**src/rtl/rdyshare_pkg.sv**
```systemverilog
package rdyshare_pkg;

    typedef enum logic [1:0] {
        PH_PULSE = 2'd0,
        PH_HOLD  = 2'd1,
        PH_DATA  = 2'd2
    } phase_e;

endpackage

```
**src/rtl/rdyshare_sync.sv**
```systemverilog
module rdyshare_sync #(
    parameter int STAGES = 2
) (
    input  logic clk_i,
    input  logic rst_ni,
    input  logic async_i,
    output logic fall_o
);

    // STAGES synchroniser flops plus one history flop for edge detection
    logic [STAGES:0] chain_q;

    always_ff @(posedge clk_i or negedge rst_ni) begin
        if (!rst_ni) begin
            chain_q <= '0;
        end else begin
            chain_q <= {chain_q[STAGES-1:0], async_i};
        end
    end

    assign fall_o = chain_q[STAGES] & ~chain_q[STAGES-1];

endmodule

```
**src/rtl/rdyshare_seq.sv**
```systemverilog
module rdyshare_seq
    import rdyshare_pkg::*;
#(
    parameter int PULSE_CYC = 3,
    parameter int READY_CYC = 8,
    parameter int DATA_CYC  = 320,
    localparam int PERIOD   = READY_CYC + DATA_CYC,
    localparam int CNT_W    = $clog2(PERIOD)
) (
    input  logic   clk_i,
    input  logic   rst_ni,
    output phase_e phase_o,
    output logic   wrap_o
);

    phase_e             state_q, state_d;
    logic [CNT_W-1:0]   cnt_q, cnt_d;

    // state register
    always_ff @(posedge clk_i or negedge rst_ni) begin
        if (!rst_ni) begin
            state_q <= PH_PULSE;
            cnt_q   <= '0;
        end else begin
            state_q <= state_d;
            cnt_q   <= cnt_d;
        end
    end

    // transitions: T_PULSE_END, T_READY_END, T_PERIOD_END
    always_comb begin
        state_d = state_q;
        cnt_d   = cnt_q + 1'b1;
        wrap_o  = 1'b0;
        unique case (state_q)
            PH_PULSE: begin
                if (cnt_q == CNT_W'(PULSE_CYC - 1)) state_d = PH_HOLD;
            end
            PH_HOLD: begin
                if (cnt_q == CNT_W'(READY_CYC - 1)) state_d = PH_DATA;
            end
            PH_DATA: begin
                if (cnt_q == CNT_W'(PERIOD - 1)) begin
                    state_d = PH_PULSE;
                    cnt_d   = '0;
                    wrap_o  = 1'b1;
                end
            end
            default: begin
                state_d = PH_PULSE;
                cnt_d   = '0;
            end
        endcase
    end

    assign phase_o = state_q;

endmodule

```
**src/rtl/rdyshare_ptr.sv**
```systemverilog
module rdyshare_ptr #(
    parameter int WORD_W  = 24,
    localparam int PTR_W  = $clog2(WORD_W + 1)
) (
    input  logic             clk_i,
    input  logic             rst_ni,
    input  logic             in_data_i,
    input  logic             fall_i,
    input  logic             clr_i,
    output logic [PTR_W-1:0] ptr_o
);

    logic [PTR_W-1:0] ptr_q;

    always_ff @(posedge clk_i or negedge rst_ni) begin
        if (!rst_ni) begin
            ptr_q <= '0;
        end else if (clr_i) begin
            ptr_q <= '0;
        end else if (in_data_i && fall_i && (ptr_q != PTR_W'(WORD_W))) begin
            ptr_q <= ptr_q + 1'b1;
        end
    end

    assign ptr_o = ptr_q;

endmodule

```
**src/rtl/rdyshare_tx.sv**
```systemverilog
module rdyshare_tx
    import rdyshare_pkg::*;
#(
    parameter int WORD_W      = 24,
    parameter int PULSE_CYC   = 3,
    parameter int READY_CYC   = 8,
    parameter int DATA_CYC    = 320,
    parameter int SYNC_STAGES = 2,
    localparam int PTR_W      = $clog2(WORD_W + 1)
) (
    input  logic              clk_i,
    input  logic              rst_ni,
    input  logic              sclk_i,
    input  logic              res_vld_i,
    input  logic [WORD_W-1:0] res_word_i,
    output logic              line_o
);

    phase_e             phase;
    logic               wrap;
    logic               sclk_fall;
    logic [PTR_W-1:0]   ptr;
    logic [WORD_W-1:0]  pend_q;
    logic [WORD_W-1:0]  word_q;
    logic [WORD_W-1:0]  word_sh;

    rdyshare_sync #(.STAGES(SYNC_STAGES)) sync_i (
        .clk_i   (clk_i),
        .rst_ni  (rst_ni),
        .async_i (sclk_i),
        .fall_o  (sclk_fall)
    );

    rdyshare_seq #(
        .PULSE_CYC (PULSE_CYC),
        .READY_CYC (READY_CYC),
        .DATA_CYC  (DATA_CYC)
    ) seq_i (
        .clk_i   (clk_i),
        .rst_ni  (rst_ni),
        .phase_o (phase),
        .wrap_o  (wrap)
    );

    rdyshare_ptr #(.WORD_W(WORD_W)) ptr_i (
        .clk_i     (clk_i),
        .rst_ni    (rst_ni),
        .in_data_i (phase == PH_DATA),
        .fall_i    (sclk_fall),
        .clr_i     (wrap),
        .ptr_o     (ptr)
    );

    // result holding and load at the start of a ready phase
    always_ff @(posedge clk_i or negedge rst_ni) begin
        if (!rst_ni) begin
            pend_q <= '0;
            word_q <= '0;
        end else begin
            if (res_vld_i) pend_q <= res_word_i;
            if (wrap)      word_q <= res_vld_i ? res_word_i : pend_q;
        end
    end

    assign word_sh = word_q << ptr;

    // output process
    always_comb begin
        unique case (phase)
            PH_PULSE: line_o = 1'b0;
            PH_HOLD:  line_o = 1'b1;
            PH_DATA:  line_o = (ptr == PTR_W'(WORD_W)) ? 1'b0 : word_sh[WORD_W-1];
            default:  line_o = 1'b0;
        endcase
    end

endmodule

```
**config.mk**
```make
export PLATFORM = sky130hd
export DESIGN_NAME = rdyshare_tx
export DESIGN_NICKNAME = d
export VERILOG_FILES = /design/src/rtl/rdyshare_pkg.sv /design/src/rtl/rdyshare_sync.sv /design/src/rtl/rdyshare_seq.sv /design/src/rtl/rdyshare_ptr.sv /design/src/rtl/rdyshare_tx.sv
export SDC_FILE = /design/constraint.sdc
export NUM_CORES = 1
export LEC_CHECK = 0
export BUFFER_PORTS_ARGS = -buffer_cell sky130_fd_sc_hd__buf_2
export CORE_UTILIZATION = 53
export DETAILED_ROUTE_END_ITERATION = 10
export PLACE_DENSITY = 0.75
export SYNTH_ARGS = -nofsm -noshare
export SYNTH_HDL_FRONTEND = slang
export SYNTH_HIERARCHICAL = 1
export SYNTH_SLANG_ARGS = --single-unit
```
**constraint.sdc**
```tcl
create_clock -name clk_i -period 2.5 [get_ports clk_i]
set_clock_uncertainty 0.1 [all_clocks]
set_input_delay 0.5 -clock clk_i [delete_from_list [all_inputs] [get_ports clk_i]]
set_output_delay 0.5 -clock clk_i [all_outputs]
set_load 0.02 [all_outputs]
```
==> results of run 1 <==
## per-stage QoR
stage	hold WS, ps	total power [mW]	cell area (sq um)	instances
after floorplan	104	1.55	3070	218
after global placement	236	1.66	3300	313
after detailed placement	241	1.68	3300	313
after CTS	59.4	2.75	3560	332
after global routing	92.9	2.86	3570	333
final	48.5	2.73	3570	333
## power breakdown
part	switching [mW]	internal [mW]	leakage (nW)	total, mW
combinational	0.213	0.276	0.730	0.489
clock	0.433	0.567	0.102	1.00
sequential	0.0800	1.16	0.846	1.24
## per-layer routing
layer  global-route usage, %  routed length (um)  vias up
met4                    9.63                 138        0
met5                       0                   0        -
met3                    6.74                 197       16
li1                        -                   -      874
met2                    30.0                2490       35
met1                    24.7                2270      917
## worst register-to-register path, delay by kind of cell (launching register included)
family                 cells  cell delay (ps)
flip-flops                 1              470
buffers and inverters      1              200
multiplexers               1              370
AND/OR/NAND/NOR            3              860
## sequential cells by signal, summed over array words and instances, names as in the netlist
signal / count
seq_i/cnt_q: 9
sync_i/chain_q: 3
ptr_i/ptr_o: 5
pend_q: 24
word_q: 24
seq_i/phase_o: 2
## layout make-up
class                   count  area, sq um
multi-input cells         134         1310
flip-flops and latches     67         1680
inverters                   7         26.3
clock buffers               9          124
fillers                   434         1970
clock inverters             7          100
repair buffers             37          243
well taps                  72         90.1
## final timing paths
kind | endpoint | slack (ps) | startpoint
max in group asynchronous | ptr_i/ptr_o[0] | 1960 | rst_ni
hold / removal | pend_q[19] | 50 | rst_ni
min in group clk_i | sync_i/chain_q[0] | 160 | sclk_i
hold reg to reg | sync_i/chain_q[1] | 260 | sync_i/chain_q[0]
setup reg to reg | word_q[16] | 380 | seq_i/cnt_q[3]
setup / recovery | line_o | -20 | ptr_i/ptr_o[0]
## timing repair
item,4_1_cts,5_1_grt
resized for setup,3,2
pin swaps,1,1
setup endpoints to repair,1,1
setup buffers,3,1
## kinds of logic after synthesis
| group | count (synthesis) | share of synthesized area, % |
|---|---|---|
| compound gates | 23 | 6.12 |
| fa+ha+maj | 6 | 2.45 |
| xor+xnor | 3 | 0.857 |
| simple gates | 40 | 8.36 |
| mux | 62 | 24.8 |
| buf+inv | 17 | 2.69 |
| flops | 67 | 54.7 |
## cells in the final DEF, fill, tap and decap left out, types with 2 or more instances in the layout
cell / count
nor2_1: 7
clkbuf_8: 9
clkinvlp_4: 3
bufinv_16: 2
dfrtp_1: 66
mux2i_1: 6
or3_1: 4
a41o_1: 3
mux2_4: 2
xor2_1: 2
nor2b_1: 4
nand3_2: 2
buf_2: 27
mux4_1: 2
buf_6: 2
o21ai_0: 4
mux4_2: 3
a22oi_2: 4
nand3_1: 4
buf_12: 2
nor4b_1: 2
nand2_1: 7
a21oi_1: 5
inv_6: 2
ha_1: 6
inv_1: 7
mux2_2: 48
buf_4: 6
==> summary.txt, run 1 <==
run status - finished with violations
violated checks - negative setup slack
die span in y - 78.1 um
most common cell type on the critical path - buf_6
number of maximum-capacitance violations - 0
required time of the critical path - 1900 ps
CP Class - flop to primary output
Synth-to-Final Area Change - 16.4%
number of violations reported at the end of detailed-routing iteration 0 - 105
Final Routed Wirelength - 5.10 mm
share of the yosys chip area belonging to registers - 54.7%
clock period minus final worst setup slack - 2520 ps
port bufs - 28
first-pass GRT wire length - 8.87 mm
number of buffers added by the clock tree synthesis step - 9
RSZ-0062 raised after global routing - yes
cell row count - 27
minimum setup slack after placement - 249 ps
buffer cell driving the clock tree root - clkbuf_8
vias in the first global route - 1,872
Worst path depth - 6
main area contributors after synthesis - dfrtp_1, mux2_2, ha_1
highest cell delay on the worst timing path - 490 ps
hold buffer count at cts - 0
worst slew pin tran - 528 ps
Leakage Power - 1.68 nW
number of warnings printed during yosys synthesis - 6
unique cell type count in the Yosys netlist - 41
Die X - 78.1 um
diode insertion count for antenna repair - 0
WP data arrival - 1920 ps
Fin. Hold Viols - 0
area of the placeable core - 5540 sq um
portion of synthesized cell area occupied by the leading cell type - 54.7%
ordered cell list for the critical path - buf_6 -> mux2i_1 -> mux4_2 -> nand2_2 -> a41o_1 -> buf_6
family with the most delay on the worst path - multiplexers
element type at the critical path start - flop
Vias/cell - 5.53
average size of a mapped cell - 14.1 sq um
clk sink count - 67
count of cells along the worst register-to-register path - 5
clock slew at reported path FFs - 80 ps
worst vdd rail ir drop - 0.571 mV
largest driver fanout on the critical path - 6
Cell Pwr Density - 765 nW/um^2
count of flip-flops with a built-in enable after synthesis - 0
starting density of the core - 55.4%
#FFs+latches synth - 67
Max transition margin - 64.8%
number of antenna violations at the first check in global routing - 0
per-cell routed wire length - 15.3 um
leading post-synthesis cells by instance count - dfrtp_1, mux2_2, nand2_1
top cell type by total area after synthesis - dfrtp_1
Die Area - 6090 sq um
most common cell in the netlist - dfrtp_1
final RePlAce weighted congestion - 0.814
path class of the lowest-slack min-delay path - input port to asynchronous set/reset pin
Setup TNS - -17.8 ps
total half-perimeter wirelength after legalization and detailed placement - 3.44 mm
insertion delay of the later-clocked pin in the worst-skew pair - 350 ps
type of destination of the critical path - primary output
number of top-level pins - 29
total standard cell area after synthesis - 3070 sq um
number of instances in the synthesized netlist - 218
share of cells above drive strength 1 - 46.4%
detailed-route DRC error count - 0
final global-route overflow total - 0
Antenna Violating Nets Remaining - 0
final worst path period share - 101%
Max H-tree Level - 3
number of buffers between clock root and the deepest sink - 2
final-report setup violation count - 1
TritonCTS clock tree - done
Final #Nets - 290
max frequency - 397 MHz
Overall Global Routing Usage - 19.5%
final worst setup slack - -17.8 ps
async set or reset register ratio after synthesis - 100%
syn_nets - 252
pin count of the biggest net entering global routing - 68
worst path buffer plus inverter count - 2
vias - 1,842
Main synth FF type - dfrtp_1
number of search-and-repair iterations in the first detailed-routing pass - 4
Finished Core Util - 64.5%
final max-slew violation count - 0
slowest library cell on the worst path - mux4_2
Power figures use the tool's default switching activity.
==> run 2: changes to the inputs <==
--- a/config.mk
+++ b/config.mk
@@ -6,9 +6,10 @@
 export NUM_CORES = 1
 export LEC_CHECK = 0
 export BUFFER_PORTS_ARGS = -buffer_cell sky130_fd_sc_hd__buf_2
-export CORE_UTILIZATION = 53
+export CORE_UTILIZATION = 55
+export CTS_BUF_LIST = sky130_fd_sc_hd__clkbuf_4 sky130_fd_sc_hd__clkbuf_8
 export DETAILED_ROUTE_END_ITERATION = 10
-export PLACE_DENSITY = 0.75
+export PLACE_DENSITY = 0.78
 export SYNTH_ARGS = -nofsm -noshare
 export SYNTH_HDL_FRONTEND = slang
 export SYNTH_HIERARCHICAL = 1
==> run 2 against run 1 <==
The run still ends with negative setup slack left. Non-clock buffer count is 2 lower. Fmax decreased by 0.97%. Setup slack worse by 25 ps. Cell count fell by 1.2%. Clock power increased by 9%. Clock-buffer cell count up 1. Die area decreased by 3.5%. Critical endpoint unchanged.
==> summary.txt, run 2 (synthesis gave the netlist of run 1 again) <==
pin count of the biggest net entering global routing - 36 (was 68)
slowest library cell on the worst path - mux4_2 (unchanged)
clock period minus final worst setup slack - 2540 ps (was 2520 ps)
most frequent cells in the layout - dfrtp_1, mux2_2, buf_2 (unchanged)
most common cell type on the critical path - buf_6 (unchanged)
max frequency - 393 MHz (was 397 MHz)
combinational cell fraction of total power - 16.5% (was 17.9%)
cell total after placement - 311 (was 313)
clock network power share - 38.9% (was 36.6%)
registers with the most flip-flops - pend_q: 24 flops, word_q: 24 flops, seq_i/cnt_q: 9 flops (unchanged)
per-cell routed wire length - 15.7 um (was 15.3 um)
type of destination of the critical path - primary output (unchanged)
Cell Pwr Density - 786 nW/um^2 (was 765 nW/um^2)
starting density of the core - 58.6% (was 55.4%)
worst vdd rail ir drop - 0.641 mV (was 0.571 mV)
summed area of non-filler cells in the final layout - 3570 sq um (about the same)
element type at the critical path start - flop (unchanged)
final worst setup slack - -42.5 ps (was -17.8 ps)
total half-perimeter wirelength after legalization and detailed placement - 3.56 mm (was 3.44 mm)
insertion delay of the later-clocked pin in the worst-skew pair - 330 ps (was 350 ps)
Leakage Power - 1.68 nW (about the same)
post-place instance area - 3300 sq um (about the same)
first-pass GRT wire length - 9.28 mm (was 8.87 mm)
buffer cell driving the clock tree root - clkbuf_8 (unchanged)
die span in y - 76.7 um (was 78.1 um)
run status - finished with violations (unchanged)
switching share of total power - 24.7% (was 26.6%)
cell row count - 26 (was 27)
final-report setup violation count - 1 (unchanged)
port bufs - 28 (unchanged)
Final Routed Wirelength - 5.17 mm (was 5.10 mm)
Max H-tree Level - 3 (unchanged)
clock slew at reported path FFs - 70 ps (was 80 ps)
family with the most delay on the worst path - multiplexers (unchanged)
largest driver fanout on the critical path - 7 (was 6)
Final #Nets - 288 (was 290)
final max-slew violation count - 0 (unchanged)
number of search-and-repair iterations in the first detailed-routing pass - 4 (unchanged)
WP data arrival - 1940 ps (was 1920 ps)
Synth-to-Final Area Change - 16.5% (was 16.4%)
Fin. Hold Viols - 0 (unchanged)
Setup TNS - -42.5 ps (was -17.8 ps)
clk sink count - 67 (unchanged)
CP Class - flop to primary output (unchanged)
Finished Core Util - 68.2% (was 64.5%)
Die Area - 5880 sq um (was 6090 sq um)
number of maximum-capacitance violations - 0 (unchanged)
final worst path period share - 102% (was 101%)
total net switching power - 695 uW (was 726 uW)
required time of the critical path - 1900 ps (about the same)
TritonCTS clock tree - done (unchanged)
ordered cell list for the critical path - buf_6 -> mux2i_1 -> mux4_2 -> nand2_2 -> a41o_1 -> buf_6 (unchanged)
final global-route overflow total - 0 (unchanged)
count of placed standard cells in the final layout, fillers left out - 329 (was 333)
Overall Global Routing Usage - 20.9% (was 19.5%)
Die X - 76.7 um (was 78.1 um)
diode insertion count for antenna repair - 0 (unchanged)
internal power contribution - 2.11 mW (was 2.01 mW)
final RePlAce weighted congestion - 0.777 (was 0.814)
share of power burned in registers - 44.6% (was 45.5%)
RSZ-0062 raised after global routing - yes (unchanged)
path class of the lowest-slack min-delay path - input port to asynchronous set/reset pin (unchanged)
worst path buffer plus inverter count - 2 (unchanged)
commonest non-fill, non-tap cell in the layout - dfrtp_1 (unchanged)
number of violations reported at the end of detailed-routing iteration 0 - 88 (was 105)
vias in the first global route - 1,991 (was 1,872)
Vias/cell - 5.55 (was 5.53)
worst slew pin tran - 742 ps (was 528 ps)
detailed-route DRC error count - 0 (unchanged)
vias - 1,825 (was 1,842)
area of the placeable core - 5240 sq um (was 5540 sq um)
number of top-level pins - 29 (unchanged)
number of buffers between clock root and the deepest sink - 2 (unchanged)
number of buffers added by the clock tree synthesis step - 9 (unchanged)
share of cells above drive strength 1 - 47.1% (was 46.4%)
highest cell delay on the worst timing path - 490 ps (about the same)
number of antenna violations at the first check in global routing - 0 (unchanged)
worst hold margin - 125 ps (was 48.5 ps)
Max transition margin - 50.5% (was 64.8%)
Antenna Violating Nets Remaining - 0 (unchanged)
violated checks - negative setup slack (unchanged)
[run 2: metal layers]
metal  part of all wire, %  track usage [%]  wire length (um)
met5                     0                0                 0
met4                   1.3             7.88                68
met3                   3.4             5.95               175
met2                    50             34.2              2580
met1                    45             26.4              2340
[run 2: final timing paths]
| kind | startpoint | to | slack [ps] | cells past startpoint |
|---|---|---|---|---|
| worst max-delay path | ptr_i/ptr_o[0] | line_o | -40 | 6 |
| min in group clk_i | sclk_i | sync_i/chain_q[0] | 170 | 1 |
| worst min-delay path | rst_ni | pend_q[18] | 130 | 1 |
| worst max register to register | seq_i/cnt_q[3] | word_q[4] | 370 | 5 |
| max in group asynchronous | rst_ni | ptr_i/ptr_o[0] | 1540 | 2 |
| worst min register to register | sync_i/chain_q[0] | sync_i/chain_q[1] | 250 | 0 |
[run 2: metrics by stage]
| stage | setup slack [ps] | power [mW] |
|---|---|---|
| 6_report | -42.5 | 2.81 |
| 5_1_grt | -109 | 2.94 |
| 4_1_cts | -56.3 | 2.84 |
| 3_5_place_dp | 265 | 1.68 |
| 3_3_place_gp | 306 | 1.66 |
| 2_1_floorplan | 26.9 | 1.55 |
[run 2: area by class of cell]
| type | count | area, sq um |
|---|---|---|
| Clock buffer | 10 | 138 |
| Clock inverter | 6 | 113 |
| Fill cell | 372 | 1660 |
| Inverter | 7 | 26.3 |
| Multi-Input combinational cell | 134 | 1300 |
| Sequential cell | 67 | 1680 |
| Tap cell | 70 | 87.6 |
| Timing Repair Buffer | 35 | 228 |
[run 2: worst register-to-register path: cells and delay by family, from the launching register on]
family,cells,cell delay (ps)
simple gates,3,860
flops,1,470
mux,1,370
buf+inv,1,200
[run 2: power groups by stage]
stage	clock, mW	sequential, mW	combinational [mW]
floorplan	0	1.25	0.297
global placement	0	1.26	0.397
detailed placement	0	1.27	0.411
CTS	1.12	1.25	0.461
global route	1.16	1.27	0.503
finish	1.09	1.25	0.462
[run 2: repair_timing]
item,in CTS,in global routing
gates resized for setup,8,0
endpoints found under the setup margin,1,1
endpoints found under the hold margin,0,0
setup buffers,2,0
gates cloned,0,0
pin swaps,0,0
hold buffers,0,0
